[config.mk]
export PLATFORM = sky130hd
export DESIGN_NAME = stat_busy_ctrl
export DESIGN_NICKNAME = d
export VERILOG_FILES = /design/src/rtl/stat_busy_pkg.sv /design/src/rtl/sb_frame.sv /design/src/rtl/sb_timer.sv /design/src/rtl/sb_status_tx.sv /design/src/rtl/stat_busy_ctrl.sv
export SDC_FILE = /design/constraint.sdc
export NUM_CORES = 1
export LEC_CHECK = 0
export ABC_AREA = 1
export BUFFER_PORTS_ARGS = -buffer_cell sky130_fd_sc_hd__buf_2
export CELL_PAD_IN_SITES_DETAIL_PLACEMENT = 1
export CELL_PAD_IN_SITES_GLOBAL_PLACEMENT = 1
export CORE_MARGIN = 10
export CORE_UTILIZATION = 47
export DETAILED_ROUTE_END_ITERATION = 8
export PLACE_DENSITY = 0.94
export SKIP_LAST_GASP = 1
export SLEW_MARGIN = 20
export SYNTH_ARGS = -nofsm -noshare
export SYNTH_HDL_FRONTEND = slang
export SYNTH_SLANG_ARGS = --single-unit
[constraint.sdc]
create_clock -name clk -period 2.7 [get_ports clk]
set_input_delay 0.135 -clock clk [delete_from_list [all_inputs] [get_ports clk]]
set_output_delay 0.135 -clock clk [all_outputs]
set_load 0.05 [all_outputs]
[src/rtl/stat_busy_pkg.sv]
package stat_busy_pkg;
    localparam int OP_BITS    = 8;
    localparam int RSV_BITS   = 3;
    localparam int PAGE_BITS  = 12;
    localparam int TAIL_BITS  = 9;
    localparam int FRAME_BITS = OP_BITS + RSV_BITS + PAGE_BITS + TAIL_BITS;
    localparam int CNT_W      = $clog2(FRAME_BITS + 1);
    localparam int PAGE_LSB   = TAIL_BITS;
    localparam logic [3:0] DENSITY_CODE = 4'b1001;

    typedef struct packed {
        logic                 buf_sel;
        logic                 erase;
        logic [PAGE_BITS-1:0] page;
    } prog_cmd_t;

    function automatic logic is_status_op(input logic [7:0] op);
        return (op == 8'h57) || (op == 8'hD7);
    endfunction

    function automatic logic is_prog_op(input logic [7:0] op);
        return (op == 8'h83) || (op == 8'h86) || (op == 8'h88) || (op == 8'h89);
    endfunction

    function automatic prog_cmd_t decode_prog(input logic [FRAME_BITS-1:0] w);
        prog_cmd_t c;
        logic [7:0] op;
        op        = w[FRAME_BITS-1 -: OP_BITS];
        c.buf_sel = (op == 8'h86) || (op == 8'h89);
        c.erase   = (op == 8'h83) || (op == 8'h86);
        c.page    = w[PAGE_LSB +: PAGE_BITS];
        return c;
    endfunction
endpackage

[src/rtl/sb_frame.sv]
module sb_frame
    import stat_busy_pkg::*;
(
    input  logic                  clk,
    input  logic                  rst_n,
    input  logic                  cs_n,
    input  logic                  bit_stb,
    input  logic                  sdi,
    output logic                  op_done,
    output logic [OP_BITS-1:0]    op_now,
    output logic                  frame_end,
    output logic                  frame_full,
    output logic [FRAME_BITS-1:0] frame_word
);
    typedef struct packed {
        logic                  cs;
        logic [CNT_W-1:0]      cnt;
        logic [FRAME_BITS-1:0] sh;
    } fr_state_t;

    fr_state_t st_q, st_d;
    logic      take;

    always_comb begin
        take       = !cs_n && bit_stb && (st_q.cnt < CNT_W'(FRAME_BITS));
        op_done    = take && (st_q.cnt == CNT_W'(OP_BITS - 1));
        op_now     = {st_q.sh[OP_BITS-2:0], sdi};
        frame_end  = cs_n && !st_q.cs;
        frame_full = (st_q.cnt == CNT_W'(FRAME_BITS));
        frame_word = st_q.sh;

        st_d    = st_q;
        st_d.cs = cs_n;
        if (cs_n) begin
            st_d.cnt = '0;
        end else if (take) begin
            st_d.cnt = st_q.cnt + 1'b1;
            st_d.sh  = {st_q.sh[FRAME_BITS-2:0], sdi};
        end
    end

    always_ff @(posedge clk) begin
        if (!rst_n) begin
            st_q <= '{cs: 1'b1, cnt: '0, sh: '0};
        end else begin
            st_q <= st_d;
        end
    end

    // the bit count never passes the frame length
    p_cnt_cap_r5: assert property (@(posedge clk) disable iff (!rst_n)
        st_q.cnt <= CNT_W'(FRAME_BITS));
    // a frame closed by chip select always restarts from zero
    p_cnt_clear_r8: assert property (@(posedge clk) disable iff (!rst_n)
        cs_n |=> (st_q.cnt == '0));
endmodule

[src/rtl/sb_timer.sv]
module sb_timer #(
    parameter int ERASE_CYC = 2000,
    parameter int PROG_CYC  = 1500
) (
    input  logic clk,
    input  logic rst_n,
    input  logic start,
    input  logic erase,
    output logic busy
);
    localparam int MAX_CYC = (ERASE_CYC > PROG_CYC) ? ERASE_CYC : PROG_CYC;
    localparam int CW      = $clog2(MAX_CYC + 1);

    typedef struct packed {
        logic          busy;
        logic [CW-1:0] cnt;
    } tm_state_t;

    tm_state_t st_q, st_d;

    always_comb begin
        st_d = st_q;
        if (st_q.busy) begin
            if (st_q.cnt == CW'(1)) begin
                st_d.busy = 1'b0;
                st_d.cnt  = '0;
            end else begin
                st_d.cnt = st_q.cnt - 1'b1;
            end
        end else if (start) begin
            st_d.busy = 1'b1;
            st_d.cnt  = erase ? CW'(ERASE_CYC) : CW'(PROG_CYC);
        end
    end

    always_ff @(posedge clk) begin
        if (!rst_n) begin
            st_q <= '0;
        end else begin
            st_q <= st_d;
        end
    end

    assign busy = st_q.busy;

    // a start while idle raises busy on the next edge
    p_start_busy_r7: assert property (@(posedge clk) disable iff (!rst_n)
        (start && !st_q.busy) |=> st_q.busy);
    // busy only ends once the count has run down to one
    p_end_count_r7: assert property (@(posedge clk) disable iff (!rst_n)
        $fell(st_q.busy) |-> ($past(st_q.cnt) == CW'(1)));
    // a start during busy never reloads the counter
    p_no_reload_r9: assert property (@(posedge clk) disable iff (!rst_n)
        (st_q.busy && st_q.cnt != CW'(1)) |=> (st_q.cnt == $past(st_q.cnt) - 1'b1));
endmodule

[src/rtl/sb_status_tx.sv]
module sb_status_tx (
    input  logic       clk,
    input  logic       rst_n,
    input  logic       cs_n,
    input  logic       load,
    input  logic       bit_stb,
    input  logic [7:0] live,
    output logic       sdo
);
    typedef struct packed {
        logic       act;
        logic [2:0] pos;
        logic [7:0] sh;
    } tx_state_t;

    tx_state_t st_q, st_d;

    always_comb begin
        st_d = st_q;
        if (cs_n) begin
            st_d = '0;
        end else if (load) begin
            st_d.act = 1'b1;
            st_d.pos = '0;
            st_d.sh  = live;
        end else if (st_q.act && bit_stb) begin
            if (st_q.pos == 3'd7) begin
                st_d.pos = '0;
                st_d.sh  = live;
            end else begin
                st_d.pos = st_q.pos + 1'b1;
                st_d.sh  = {st_q.sh[6:0], 1'b0};
            end
        end
    end

    always_ff @(posedge clk) begin
        if (!rst_n) begin
            st_q <= '0;
        end else begin
            st_q <= st_d;
        end
    end

    assign sdo = st_q.act & st_q.sh[7];

    // every pass restarts on bit 7 with a fresh sample
    p_wrap_r2: assert property (@(posedge clk) disable iff (!rst_n)
        (!cs_n && st_q.act && bit_stb && st_q.pos == 3'd7) |=> (st_q.sh == $past(live)));
endmodule

[src/rtl/stat_busy_ctrl.sv]
module stat_busy_ctrl
    import stat_busy_pkg::*;
#(
    parameter int ERASE_CYC = 2000,
    parameter int PROG_CYC  = 1500
) (
    input  logic                 clk,
    input  logic                 rst_n,
    input  logic                 spi_cs_n,
    input  logic                 spi_bit_stb,
    input  logic                 spi_sdi,
    output logic                 spi_sdo,
    input  logic                 cmp_valid,
    input  logic                 cmp_mismatch,
    output logic                 busy,
    output logic                 prog_start,
    output logic                 prog_buf,
    output logic                 prog_erase,
    output logic [PAGE_BITS-1:0] prog_page
);
    typedef struct packed {
        logic      comp;
        logic      start;
        prog_cmd_t cmd;
    } top_state_t;

    top_state_t st_q, st_d;

    logic                  op_done, frame_end, frame_full, go, stat_load;
    logic [OP_BITS-1:0]    op_now;
    logic [FRAME_BITS-1:0] frame_word;
    logic [7:0]            live;

    sb_frame u_frame (
        .clk        (clk),
        .rst_n      (rst_n),
        .cs_n       (spi_cs_n),
        .bit_stb    (spi_bit_stb),
        .sdi        (spi_sdi),
        .op_done    (op_done),
        .op_now     (op_now),
        .frame_end  (frame_end),
        .frame_full (frame_full),
        .frame_word (frame_word)
    );

    always_comb begin
        live      = {~busy, st_q.comp, DENSITY_CODE, 2'b00};
        stat_load = op_done && is_status_op(op_now);
        go        = frame_end && frame_full && !busy
                    && is_prog_op(frame_word[FRAME_BITS-1 -: OP_BITS]);

        st_d       = st_q;
        st_d.start = go;
        if (cmp_valid) st_d.comp = cmp_mismatch;
        if (go)        st_d.cmd  = decode_prog(frame_word);
    end

    always_ff @(posedge clk) begin
        if (!rst_n) begin
            st_q <= '0;
        end else begin
            st_q <= st_d;
        end
    end

    sb_timer #(
        .ERASE_CYC (ERASE_CYC),
        .PROG_CYC  (PROG_CYC)
    ) u_timer (
        .clk   (clk),
        .rst_n (rst_n),
        .start (go),
        .erase (decode_prog(frame_word).erase),
        .busy  (busy)
    );

    sb_status_tx u_tx (
        .clk     (clk),
        .rst_n   (rst_n),
        .cs_n    (spi_cs_n),
        .load    (stat_load),
        .bit_stb (spi_bit_stb),
        .live    (live),
        .sdo     (spi_sdo)
    );

    assign prog_start = st_q.start;
    assign prog_buf   = st_q.cmd.buf_sel;
    assign prog_erase = st_q.cmd.erase;
    assign prog_page  = st_q.cmd.page;

    // the start pulse lasts a single cycle
    p_start_single_r6: assert property (@(posedge clk) disable iff (!rst_n)
        prog_start |=> !prog_start);
    // the start pulse and the busy period begin together
    p_start_with_busy_r7: assert property (@(posedge clk) disable iff (!rst_n)
        prog_start |-> busy);
    // no start is issued if busy was already high
    p_no_start_busy_r9: assert property (@(posedge clk) disable iff (!rst_n)
        prog_start |-> !$past(busy));
    // the first bit after a status opcode is the ready flag
    p_first_bit_r1: assert property (@(posedge clk) disable iff (!rst_n)
        stat_load |=> (spi_sdo == !$past(busy)));
    // output is quiet once chip select is seen high
    p_sdo_quiet_r10: assert property (@(posedge clk) disable iff (!rst_n)
        spi_cs_n |=> !spi_sdo);
    // compare bit follows a valid compare result
    p_comp_r4: assert property (@(posedge clk) disable iff (!rst_n)
        cmp_valid |=> (st_q.comp == $past(cmp_mismatch)));
endmodule

Word-level counts from Yosys, hierarchy flattened:

Cells that the tools add are included.

* logic and storage cells: 62
* register bits after elaboration: 79

* add/sub/neg operators: 3
* bitwise logic cells: 4
* equality and inequality tests: 10
* reductions and logical operators: 22
* magnitude comparators: 1
* muxes and demuxes: 8

Operators with widths (number)
* $eq 8x8->1 const B: 5
* $mux 12: 2
* $mux 11: 2
* $mux 8: 2
* $eq 11x1->1 const B: 1
* $sub 11x1->11 const B: 1
* $mux 10: 1
* $logic_and 1x1->1: 9
* $eq 8x7->1 const B: 1
* $add 6x1->6 const B: 1
* $eq 6x3->1 const B: 1
* $eq 6x6->1 const B: 1
* $lt 6x6->1 const B: 1
* $logic_or 1x1->1: 5
* $reduce_bool 2->1: 2
* $add 3x1->3 const B: 1
* $eq 3x3->1 const B: 1
* $logic_not 1->1: 3
* $not 1->1: 3
* $reduce_or 3->1: 1
* $reduce_and 2->1: 1
* $reduce_or 2->1: 1
* $and 1x1->1: 1
* $mux 1: 1

Depth between registers and ports, before layout:

Gate-level depths: netlist (run 1).

* word-level depth: 7
* depth in mapped cells: 12
* mapped depth without buffers: 12

Hierarchy:

Synthesis (run 1) repeated with hierarchy kept, for this count alone.

* cells, all modules: 556
* area total of the unflattened synthesis: 4055.1 um^2

Modules (own cells, without submodules)
* sb_frame: cells each 228, area an instance 1813.0 um^2, seq. area each 780.7 um^2, instances 1
* stat_busy_ctrl: cells each 128, area an instance 864.6 um^2, seq. area each 320.3 um^2, instances 1
* sb_timer: cells each 109, area an instance 743.2 um^2, seq. area each 240.2 um^2, instances 1
* sb_status_tx: cells each 91, area an instance 634.4 um^2, seq. area each 240.2 um^2, instances 1

Worst setup path after synthesis (run 1):

No wires, ideal clock.

* path type: register -> register
* start point: register u_timer.st_q, in the netlist u_timer.busy
* end point: register u_timer.st_q[6] (netlist bit)
* slack: 1168 ps
* clock period less this slack: 1532 ps
* stages on the path, launching flop included: 10
* arrival time: 1414 ps
* buffers on the path: 0
* required time: 2582 ps
* cell sequence: dfxtp_1 > inv_2 > nand2_1 > nor2_1 > nand2_1 > nor2_2 > o21ai_4 > o21ai_0 > nor2_1 > nor2_1

* cells in the longest elaborated chain, start to end: 4
* elaborated cells on any way between the ends: 5
* classes of those cells: 1 x mux; 4 x reduce/logical

RTL lines
* start: declaration: RTL line sb_timer.sv:19 `tm_state_t st_q, st_d;`
* start signal: assignment: RTL line sb_timer.sv:40 `st_q <= st_d;`
* $logic_not 1->1: RTL line stat_busy_ctrl.sv:50 `go = frame_end && frame_full && !busy`
* $logic_and 1x1->1: RTL line stat_busy_ctrl.sv:50
* $logic_and 1x1->1: RTL line stat_busy_ctrl.sv:51 `&& is_prog_op(frame_word[FRAME_BITS-1 -: OP_BITS]);`
* $reduce_bool 2->1 (no source line)

Parallel ways exist; a longest one is shown, timed or not.
A chain may end at the register's enable or synchronous reset.

Final worst setup path (run 1):

* start point: register u_frame.st_q[32] (netlist bit)
* end point: register st_q, in the netlist prog_page[11]

* cells in the longest elaborated chain, start to end: 4

RTL lines
* start: declaration: RTL line sb_frame.sv:21 `fr_state_t st_q, st_d;`
* start signal: assignment: RTL line sb_frame.sv:44 `st_q <= '{cs: 1'b1, cnt: '0, sh: '0};`
* start signal: assignment: RTL line sb_frame.sv:46 `st_q <= st_d;`
* $eq 6x6->1: RTL line sb_frame.sv:29 `frame_full = (st_q.cnt == CNT_W'(FRAME_BITS));`
* $logic_and 1x1->1 (2 in a row): RTL line stat_busy_ctrl.sv:50
* $logic_and 1x1->1: RTL line stat_busy_ctrl.sv:51
* end signal: assignment: RTL line stat_busy_ctrl.sv:63 `st_q <= st_d;`
* end: declaration: RTL line stat_busy_ctrl.sv:27 `top_state_t st_q, st_d;`

No other way between the ends.

==> results of run 1 <==
cells by family (layout without fill, tap and decap cells):
family,Yosys count,in the layout,share of synthesized area [%]
flip-flops,77,77,45.11
AND/OR/NAND/NOR,209,209,25.89
XOR/XNOR,3,3,0.7691
AO/OA/AOI/OAI,105,105,16.99
buffers and inverters,77,103,9.044
adder cells (fa/ha/maj),6,6,2.197
registers in the layout, summed over array words and instances (netlist names):
register,count
prog_erase,1
live,1
prog_start,1
u_frame.st_q,7
u_tx.st_q,10
u_timer.busy,1
prog_page,12
prog_buf,1
u_frame.frame_word,32
u_timer.st_q,11
worst max-delay path: cells and delay by family, from the launching register on:
family / cells / cell delay [ns]
adders and majority gates: 1 / 0.16
and+or+nand+nor: 8 / 0.95
buffers and inverters: 3 / 0.36
DFF: 1 / 0.33
metal layers:
metal  global-route usage [%]  share of wire (%)
met1                    18.38                 43
met2                    28.22                 51
met5                        0                  0
met4                    7.451                2.0
met3                    3.106                3.2
placed cells by master, fill, tap and decap left out, drive strengths merged:
cell and count:
a211oi 2, a21oi 45, a31oi 1, buf 26
bufinv 1, clkbuf 9, clkinv 3, dfxtp 77
dlygate4sd3 1, ha 6, inv 63, nand2 95
nand3 35, nand4 2, nor2 70, nor3 6
o21ai 57, or2 1, xnor2 1, xor2 2
power by group:
part	switching, mW	internal [mW]	leakage, nW
combinational	0.0826	0.0353	0.943
sequential	0.0220	1.17	0.626
clock	0.453	0.433	0.102
Yosys cell counts:
master | n | area (sq um)
nand3_1 | 33 | 165.2
nor3_4 | 1 | 16.27
nor2_1 | 66 | 247.7
buf_1 | 1 | 3.750
nor2_2 | 4 | 25.02
o21ai_4 | 1 | 16.27
clkbuf_1 | 9 | 33.78
a31oi_1 | 1 | 6.260
nand4_1 | 2 | 12.51
buf_6 | 2 | 22.52
nand2_2 | 4 | 25.02
xnor2_1 | 1 | 8.760
inv_2 | 1 | 3.750
nor3_1 | 5 | 25.02
xor2_1 | 2 | 17.52
buf_2 | 4 | 20.02
o21ai_2 | 10 | 87.58
ha_1 | 6 | 75.07
or2_2 | 1 | 6.260
a211oi_1 | 2 | 15.01
o21ai_0 | 46 | 230.2
nand3_2 | 2 | 20.02
a21oi_1 | 45 | 225.2
inv_1 | 60 | 225.2
dfxtp_1 | 77 | 1541
nand2_1 | 91 | 341.6
path summary, 6_finish.rpt:
path / startpoint / endpoint
setup / recovery: u_frame.st_q[32]$_SDFFE_PP0P_ / prog_page[11]$_SDFFE_PN0P_
hold reg to reg: prog_page[9]$_SDFFE_PN0P_ / prog_page[9]$_SDFFE_PN0P_
setup reg to reg: u_frame.st_q[32]$_SDFFE_PP0P_ / prog_page[11]$_SDFFE_PN0P_
hold / removal: cmp_mismatch / live[6]$_SDFFE_PN0P_
through the flow:
step                instances  util [%]  cell area (sq um)  hold WS, ns
floorplan                 477         -               3417       0.2291
global placement          586     50.15               3598       0.3266
detailed placement        586     50.15               3598       0.3404
CTS                       602     53.03               3805     0.003464
global route              602     53.03               3805      0.01701
finish                    602     53.03               3805     0.007331
cell type report:
| class | instances | share of cell area, % |
|---|---|---|
| clock buffers | 9 | 3.256 |
| clock inverters | 6 | 1.907 |
| inverters | 61 | 6.018 |
| multi-input cells | 323 | 41.17 |
| flip-flops and latches | 77 | 40.51 |
| well taps | 99 | 3.256 |
| repair buffers | 27 | 3.880 |
repair_timing:
| action | CTS | global route |
|---|---|---|
| hold endpoints to repair | 1 | 0 |
| resized for setup | 0 | 0 |
| hold buffers | 1 | 0 |
==> flow_metrics.env, run 1 <==
export IMPL_status="finished clean"
export IMPL_synth_nets=490
export IMPL_max_cap_violations=0
export IMPL_yosysWarnings=0
export IMPL_gp_congestion=0.8538
export IMPL_pre_cts_ws_ns=0.8371
export IMPL_finalSetupViolations=0
export IMPL_die_h_um=105.3
export IMPL_postRouteAntennaNets=0
export IMPL_synth_seq_cells=77
export IMPL_via_count=3142
export IMPL_areaGrowthSynthToFinish_pct=11.35
export IMPL_cpPeakStageDelay_ns=0.33
export IMPL_cp_slowest_cell="dfxtp_1"
export IMPL_holdCritPathClass="in2reg"
export IMPL_crit_path_max_fanout=11
export IMPL_clockBufferDepth=2
export IMPL_antenna_found_initial=0
export IMPL_drt_iter0_markers=87
export IMPL_post_cts_setup_buffers=0
export IMPL_cts_max_level=3
export IMPL_dp_hpwl_mm=6.094
export IMPL_rsz0062_at_grt="false"
export IMPL_ff_latch_area_sq_mm=0.001541
export IMPL_holdPathStages=3
export IMPL_drive_above_1_share_pct=12.92
export IMPL_cp_end_kind="register"
export IMPL_cp_arrival_ns=2.15
export IMPL_rows=31
export IMPL_clkTransAtPathRegs_ns=0.09
export IMPL_n_antenna_cell=0
export IMPL_nFillCells=947
export IMPL_fmax_ghz=0.5405
export IMPL_cp_cell_sequence="inv_1 -> ha_1 -> nand2_1 -> inv_1 -> nand2_1 -> nor2_1 -> nand3_2 -> nand2_2 -> nand2_2 -> inv_1 -> nand2_1 -> nand2_1"
export IMPL_worst_slew_pin_slew_ns=0.5198
export IMPL_syn_area_per_cell_sq_um=7.164
export IMPL_power_mw=2.194
export IMPL_cts_tree="yes"
export IMPL_grt_pass1_vias=3283
export IMPL_wire_per_inst_um=14.18
export IMPL_via_per_inst=5.219
export IMPL_setup_tns_ns=0
export IMPL_hold_viol=0
export IMPL_grt_use_total_pct=16.07
export IMPL_final_max_slew_viol_count=0
export IMPL_wl_mm=8.536
export IMPL_nNetsFinal=512
export IMPL_syn_inst=477
export IMPL_grt_start_max_net_pins=44
export IMPL_cts_buffers=9
export IMPL_grt_overflow_total=0
export IMPL_slew_headroom_pct=65.31
export IMPL_die_x_um=105.3
export IMPL_crit_top_cell="nand2_1"
export IMPL_peakVddDrop_mv=0.2702
export IMPL_worstRegToRegCells=12
export IMPL_firstDrtPassIters=4
export IMPL_remaining_drc_errors=0
export IMPL_syn_cell_area_sq_mm=0.003417
export IMPL_setup_slack_ns=0.8500
export IMPL_dieArea_sq_mm=0.01108
export IMPL_ctsRootBufferMaster="clkbuf_8"
export IMPL_multi_input_area_sq_mm=0.001567
export IMPL_seq_area_frac_synth_pct=45.11
export IMPL_start_util_pct=47.62
export IMPL_grt_pass1_wl_mm=15.01
export IMPL_power_density_mw_per_mm2=576.7
export IMPL_period_share_pct=68.52
export IMPL_core_sq_mm=0.007176
export IMPL_start_kind="register"
export IMPL_clock_sinks=77
export IMPL_fin_crit_ns=1.850
export IMPL_finClkSkew_ns=0.008220
export IMPL_yosys_cell_types_count=26
export IMPL_cp_required_ns=3.00
export IMPL_insertion_delay_ns=0.36
export IMPL_pin_count=24
export IMPL_crit_type="reg2reg"
export IMPL_reg2reg_slack_ns=0.85
export IMPL_leakagePower_nw=1.671
export IMPL_place_port_buffers=23
Note: power is estimated with default switching activity, not from simulation.
==> run 2, diff against run 1 <==
--- a/config.mk
+++ b/config.mk
@@ -10,9 +10,9 @@
 export CELL_PAD_IN_SITES_DETAIL_PLACEMENT = 1
 export CELL_PAD_IN_SITES_GLOBAL_PLACEMENT = 1
 export CORE_MARGIN = 10
-export CORE_UTILIZATION = 47
+export CORE_UTILIZATION = 39
 export DETAILED_ROUTE_END_ITERATION = 8
-export PLACE_DENSITY = 0.94
+export PLACE_DENSITY = 0.85
 export SKIP_LAST_GASP = 1
 export SLEW_MARGIN = 20
 export SYNTH_ARGS = -nofsm -noshare
==> constraint.sdc (replaced) <==
create_clock -name clk -period 1.55 [get_ports clk]
set_input_delay 0.0775 -clock clk [delete_from_list [all_inputs] [get_ports clk]]
set_output_delay 0.0775 -clock clk [all_outputs]
set_load 0.05 [all_outputs]
==> run 2 against run 1 <==
Against the previous run: clock power increased by 85%; worst setup slack got worse by 0.82 ns; combinational power increased by 130%; flip-flop and latch count unchanged; design area increased by 11%; routed wire length increased by 12%; global-route usage decreased by 2.2 points; highest routed layer unchanged; die area increased by 16%; sequential share of layout area decreased by 3.9 points; critical endpoint is now prog_page[1]$_SDFFE_PN0P_.
==> flow_metrics.env, run 2 (synthesis gave the netlist of run 1 again) <==
export IMPL_remaining_drc_errors=0
export IMPL_nFillCells=1104
export IMPL_finClkSkew_ns=0.01001
export IMPL_fmax_ghz=0.6585
export IMPL_crit_path_max_fanout=7
export IMPL_clkTransAtPathRegs_ns=0.09
export IMPL_grt_use_total_pct=13.87
export IMPL_start_util_pct=39.57
export IMPL_via_per_inst=5.114
export IMPL_grt_start_max_net_pins=39
export IMPL_grt_pass1_wl_mm=14.97
export IMPL_ctsRootBufferMaster="clkbuf_8"
export IMPL_pin_count=24
export IMPL_die_x_um=113.6
export IMPL_die_h_um=113.6
export IMPL_antenna_found_initial=0
export IMPL_wire_per_inst_um=14.90
export IMPL_via_count=3278
export IMPL_worst_slew_pin_slew_ns=0.4446
export IMPL_cp_end_kind="register"
export IMPL_areaGrowthSynthToFinish_pct=23.36
export IMPL_fin_crit_ns=1.519
export IMPL_mostFrequentLayoutCells="nand2_1 (86), dfxtp_1 (74), nor2_1 (60)"
export IMPL_rows=34
export IMPL_n_antenna_cell=0
export IMPL_clock_sinks=77
export IMPL_cp_required_ns=1.84
export IMPL_finalNonFillerCells=641
export IMPL_core_sq_mm=0.008636
export IMPL_crit_top_cell="nand2_4"
export IMPL_cp_cell_sequence="inv_1 -> nor3_4 -> nand3_4 -> nand2_4 -> nand2_4 -> buf_12 -> o21ai_2"
export IMPL_power_density_mw_per_mm2=944.3
export IMPL_rsz0062_at_grt="true"
export IMPL_slew_headroom_pct=70.33
export IMPL_crit_type="reg2reg"
export IMPL_largest_reg_flops=32
export IMPL_hold_viol=0
export IMPL_power_mw=3.981
export IMPL_nNetsFinal=541
export IMPL_cpPeakStageDelay_ns=0.39
export IMPL_cp_top_family="simple AND/OR/NAND/NOR gates"
export IMPL_place_port_buffers=23
export IMPL_max_cap_violations=0
export IMPL_grt_overflow_total=0
export IMPL_firstDrtPassIters=4
export IMPL_final_max_slew_viol_count=0
export IMPL_holdCritPathClass="in2reg"
export IMPL_status="finished clean"
export IMPL_reg2reg_slack_ns=0.03
export IMPL_dieArea_sq_mm=0.01291
export IMPL_critical_path_buf_inv_count=2
export IMPL_placed_cells=614
export IMPL_cts_buffers=9
export IMPL_cts_tree="yes"
export IMPL_period_share_pct=97.97
export IMPL_drive_above_1_share_pct=22.51
export IMPL_gp_congestion=0.7992
export IMPL_clockBufferDepth=2
export IMPL_cp_arrival_ns=1.81
export IMPL_peakVddDrop_mv=0.4054
export IMPL_postRouteAntennaNets=0
export IMPL_insertion_delay_ns=0.36
export IMPL_leakagePower_nw=1.834
export IMPL_post_route_util_pct=48.81
export IMPL_finalSetupViolations=0
export IMPL_start_kind="register"
export IMPL_wl_mm=9.548
export IMPL_cp_slowest_cell="dfxtp_1"
export IMPL_grt_pass1_vias=3310
export IMPL_multi_input_area_sq_mm=0.001708
export IMPL_drt_iter0_markers=99
export IMPL_cts_max_level=3
export IMPL_layout_commonest_cell="nand2_1"
export IMPL_ff_latch_area_sq_mm=0.001545
export IMPL_dp_hpwl_mm=6.253
-- run 2: cell type report --
cell class / instances / area share (%)
clock buffers: 11 / 3.354
clock inverters: 5 / 1.603
inverters: 61 / 5.432
multi-input cells: 324 / 40.52
flip-flops and latches: 77 / 36.66
well taps: 108 / 3.206
repair buffers: 55 / 9.231
-- run 2: metal layers --
layer	vias up	GRT usage [%]	part of all wire (%)
met5	-	0	0
met4	0	4.061	1.9
met3	19	3.360	3.0
met2	42	25.16	52
met1	1582	15.62	43
li1	1635	-	-
-- run 2: path summary, 6_finish.rpt --
kind	end	cells after the start	from
hold reg to reg	prog_page[9]$_SDFFE_PN0P_	2	prog_page[9]$_SDFFE_PN0P_
setup / recovery	prog_page[1]$_SDFFE_PN0P_	7	u_frame.frame_word[27]$_SDFFE_PN0P_
setup reg to reg	prog_page[1]$_SDFFE_PN0P_	7	u_frame.frame_word[27]$_SDFFE_PN0P_
hold / removal	u_frame.frame_word[0]$_SDFFE_PN0P_	3	spi_sdi
-- run 2: tightest hold or removal path: cells and delay by family --
| family | cells | cell delay [ns] |
|---|---|---|
| AO/OA/AOI/OAI | 2 | 0.19 |
| buffers and inverters | 1 | 0.10 |
-- run 2: repair_timing --
| item | CTS | global route |
|---|---|---|
| hold endpoints to repair | 1 | 0 |
| hold buffers | 2 | 0 |
| gates cloned | 0 | 1 |
| pin swaps | 0 | 9 |
| gates resized for setup | 5 | 36 |
| endpoints found under the setup margin | 27 | 46 |
| buffers inserted | 0 | 8 |
-- run 2: report_power, final --
part           internal, mW  leakage [nW]  switching, mW
clock network         0.812         0.106          0.830
logic                0.0966          1.10          0.170
registers              2.03         0.628         0.0366
total                  2.94          1.83           1.04
-- run 2: stage by stage --
step	TNS (ns)	hold WS (ns)	instance area (sq um)	setup WS [ns]
after global routing	-0.6231	0.09954	4215	-0.06470
after detailed placement	-1.885	0.2782	3765	-0.1520
after global placement	-0.6072	0.2719	3765	-0.05716
after floorplan	0	0.1716	3417	0.01791
final	0	0.03997	4215	0.03145
after CTS	0	0.02901	4016	0.003135
==> run 3, diff against run 2 <==
--- a/config.mk
+++ b/config.mk
@@ -11,6 +11,7 @@
 export CELL_PAD_IN_SITES_GLOBAL_PLACEMENT = 1
 export CORE_MARGIN = 10
 export CORE_UTILIZATION = 39
+export CTS_BUF_LIST = sky130_fd_sc_hd__clkbuf_16
 export DETAILED_ROUTE_END_ITERATION = 8
 export PLACE_DENSITY = 0.85
 export SKIP_LAST_GASP = 1
==> run 3 against run 2 <==
Against the previous run: the run now ends with setup timing left; clock-buffer cell count shrank 2; critical path depth grew 4; routed wire length shrank 1.4%; global-route usage grew 0.13 points; combinational power shrank 2%; critical path type unchanged.
==> flow_metrics.env, run 3 (synthesis gave the netlist of run 1 again) <==
export IMPL_fmax_ghz=0.6451
export IMPL_finalSetupViolations=1
export IMPL_reg2reg_slack_ns=-0.0001
export IMPL_power_density_mw_per_mm2=1042
export IMPL_wl_mm=9.415
export IMPL_ff_latch_area_sq_mm=0.001545
export IMPL_max_cap_violations=0
export IMPL_fin_crit_ns=1.550
export IMPL_finClkSkew_ns=0.008233
export IMPL_violations="setup timing"
export IMPL_pin_count=24
export IMPL_drt_iter0_markers=94
export IMPL_ctsRootBufferMaster="clkbuf_16"
export IMPL_crit_type="reg2reg"
export IMPL_r2r_start="u_frame.st_q[32]$_SDFFE_PP0P_"
export IMPL_clkTransAtPathRegs_ns=0.07
export IMPL_cts_buffers=9
export IMPL_final_max_slew_viol_count=0
export IMPL_mostFrequentLayoutCells="nand2_1 (87), dfxtp_1 (74), nor2_1 (58)"
export IMPL_remaining_drc_errors=0
export IMPL_layout_commonest_cell="nand2_1"
export IMPL_grt_pass1_wl_mm=15.12
export IMPL_clockBufferDepth=2
export IMPL_dieArea_sq_mm=0.01291
export IMPL_cp_arrival_ns=1.77
export IMPL_startpoint="u_frame.st_q[32]$_SDFFE_PP0P_"
export IMPL_via_count=3256
export IMPL_grt_overflow_total=0
export IMPL_r2r_end="u_timer.st_q[3]$_SDFFE_PN0P_"
export IMPL_die_h_um=113.6
export IMPL_cts_max_level=3
export IMPL_dp_hpwl_mm=6.253
export IMPL_setup_slack_ns=-0.0001272
export IMPL_worst_slew_pin_slew_ns=0.4437
export IMPL_die_x_um=113.6
export IMPL_wire_per_inst_um=14.71
export IMPL_cp_top_family="simple AND/OR/NAND/NOR gates"
export IMPL_firstDrtPassIters=4
export IMPL_cp_depth=11
export IMPL_n_antenna_cell=0
export IMPL_nNetsFinal=540
export IMPL_via_per_inst=5.088
export IMPL_crit_path_max_fanout=4
export IMPL_nFillCells=1098
export IMPL_worstRegToRegCells=11
export IMPL_post_route_util_pct=49.64
export IMPL_antenna_found_initial=0
export IMPL_peakVddDrop_mv=0.6761
export IMPL_cp_cell_sequence="inv_2 -> ha_4 -> nand2_4 -> nor2_4 -> nand2_2 -> nor2_4 -> o21ai_4 -> nand2_2 -> inv_1 -> nor2_2 -> nor2_1"
export IMPL_multi_input_area_sq_mm=0.001689
export IMPL_grt_use_total_pct=14.00
export IMPL_cpPeakStageDelay_ns=0.33
export IMPL_start_kind="register"
export IMPL_cp_slowest_cell="dfxtp_2"
export IMPL_finalNonFillerCells=640
export IMPL_areaGrowthSynthToFinish_pct=25.45
export IMPL_grt_pass1_vias=3336
export IMPL_largest_reg_flops=32
export IMPL_drive_above_1_share_pct=22.37
export IMPL_leakagePower_nw=1.881
export IMPL_gp_congestion=0.7992
export IMPL_critical_path_buf_inv_count=2
export IMPL_start_util_pct=39.57
export IMPL_cp_end_kind="register"
export IMPL_core_sq_mm=0.008636
export IMPL_min_from="spi_sdi"
export IMPL_rsz0062_at_grt="true"
export IMPL_cp_required_ns=1.77
export IMPL_place_port_buffers=23
export IMPL_period_share_pct=100.0
export IMPL_slew_headroom_pct=70.39
export IMPL_clock_sinks=77
export IMPL_crit_path_end="u_timer.st_q[3]$_SDFFE_PN0P_"
export IMPL_placed_cells=614
export IMPL_status="complete, but fails checks"
export IMPL_cts_tree="yes"
export IMPL_grt_start_max_net_pins=39
export IMPL_rows=34
export IMPL_holdCritPathClass="in2reg"
export IMPL_postRouteAntennaNets=0
export IMPL_insertion_delay_ns=0.33
export IMPL_hold_viol=0
-- run 3: cell types whose count changed in the layout (fill, tap and decap cells not counted), moves of 2 or more --
cell | previous run | this run
nor2_1 | 60 | 58
clkbuf_16 | 0 | 9
buf_4 | 27 | 25
clkbuf_8 | 10 | 0
buf_6 | 1 | 4
inv_2 | 7 | 9
nor2_2 | 4 | 7
-- run 3: worst min path at each step --
stage / to / slack [ns] / depth (start not counted)
6_report: u_frame.frame_word[0]$_SDFFE_PN0P_ / 0.07 / 3
2_1_floorplan: live[6]$_SDFFE_PN0P_ / 0.17 / 1
3_5_place_dp: live[6]$_SDFFE_PN0P_ / 0.28 / 2
4_1_cts: u_frame.frame_word[0]$_SDFFE_PN0P_ / 0.07 / 3
5_1_grt: u_frame.frame_word[0]$_SDFFE_PN0P_ / 0.14 / 3
3_3_place_gp: live[6]$_SDFFE_PN0P_ / 0.27 / 2
-- run 3: layer usage --
layer	part of all wire (%)	GRT usage [%]	routed length, um
met1	43	15.77	4044
met2	53	25.28	4990
met3	2.8	3.097	262
met4	1.3	4.822	118
met5	0	0	0
-- run 3: worst register-to-register path, stage by stage, from the launching register on --
cell     delay, ns
dfxtp_2       0.33
inv_2         0.07
ha_4          0.14
nand2_4       0.06
nor2_4        0.10
nand2_2       0.09
nor2_4        0.16
o21ai_4       0.10
nand2_2       0.11
inv_1         0.08
nor2_2        0.13
nor2_1        0.08
-- run 3: power breakdown --
group	leakage, nW	internal (mW)	total (mW)	switching [mW]
Clock	0.151	1.26	2.13	0.873
Combinational	1.10	0.0910	0.261	0.170
Sequential	0.628	2.04	2.07	0.0375
Total	1.88	3.39	4.47	1.08
-- run 3: cell type report --
class | instances | area share, %
Clock buffer | 9 | 5.254
Clock inverter | 7 | 1.751
Inverter | 61 | 5.342
Multi-Input combinational cell | 323 | 39.40
Sequential cell | 77 | 36.05
Tap cell | 108 | 3.152
Timing Repair Buffer | 55 | 9.048
-- run 3: what timing repair did --
item / CTS / global route
endpoints found under the hold margin: 1 / 0
pin swaps: 0 / 11
resized for setup: 6 / 39
endpoints found under the setup margin: 30 / 48
hold buffers: 2 / 0
setup buffers: 1 / 7
-- run 3: stage by stage --
stage | power, mW | hold WS (ns) | cell area (sq um) | worst slack, ns | setup TNS [ns]
final | 4.468 | 0.07409 | 4287 | -0.0001272 | -0.0001272
after global routing | 4.646 | 0.1429 | 4287 | -0.05492 | -0.2521
after CTS | 4.474 | 0.07260 | 4118 | 0.001737 | 0
after detailed placement | 2.334 | 0.2782 | 3765 | -0.1520 | -1.885
after global placement | 2.318 | 0.2719 | 3765 | -0.05716 | -0.6072
after floorplan | 2.261 | 0.1716 | 3417 | 0.01791 | 0
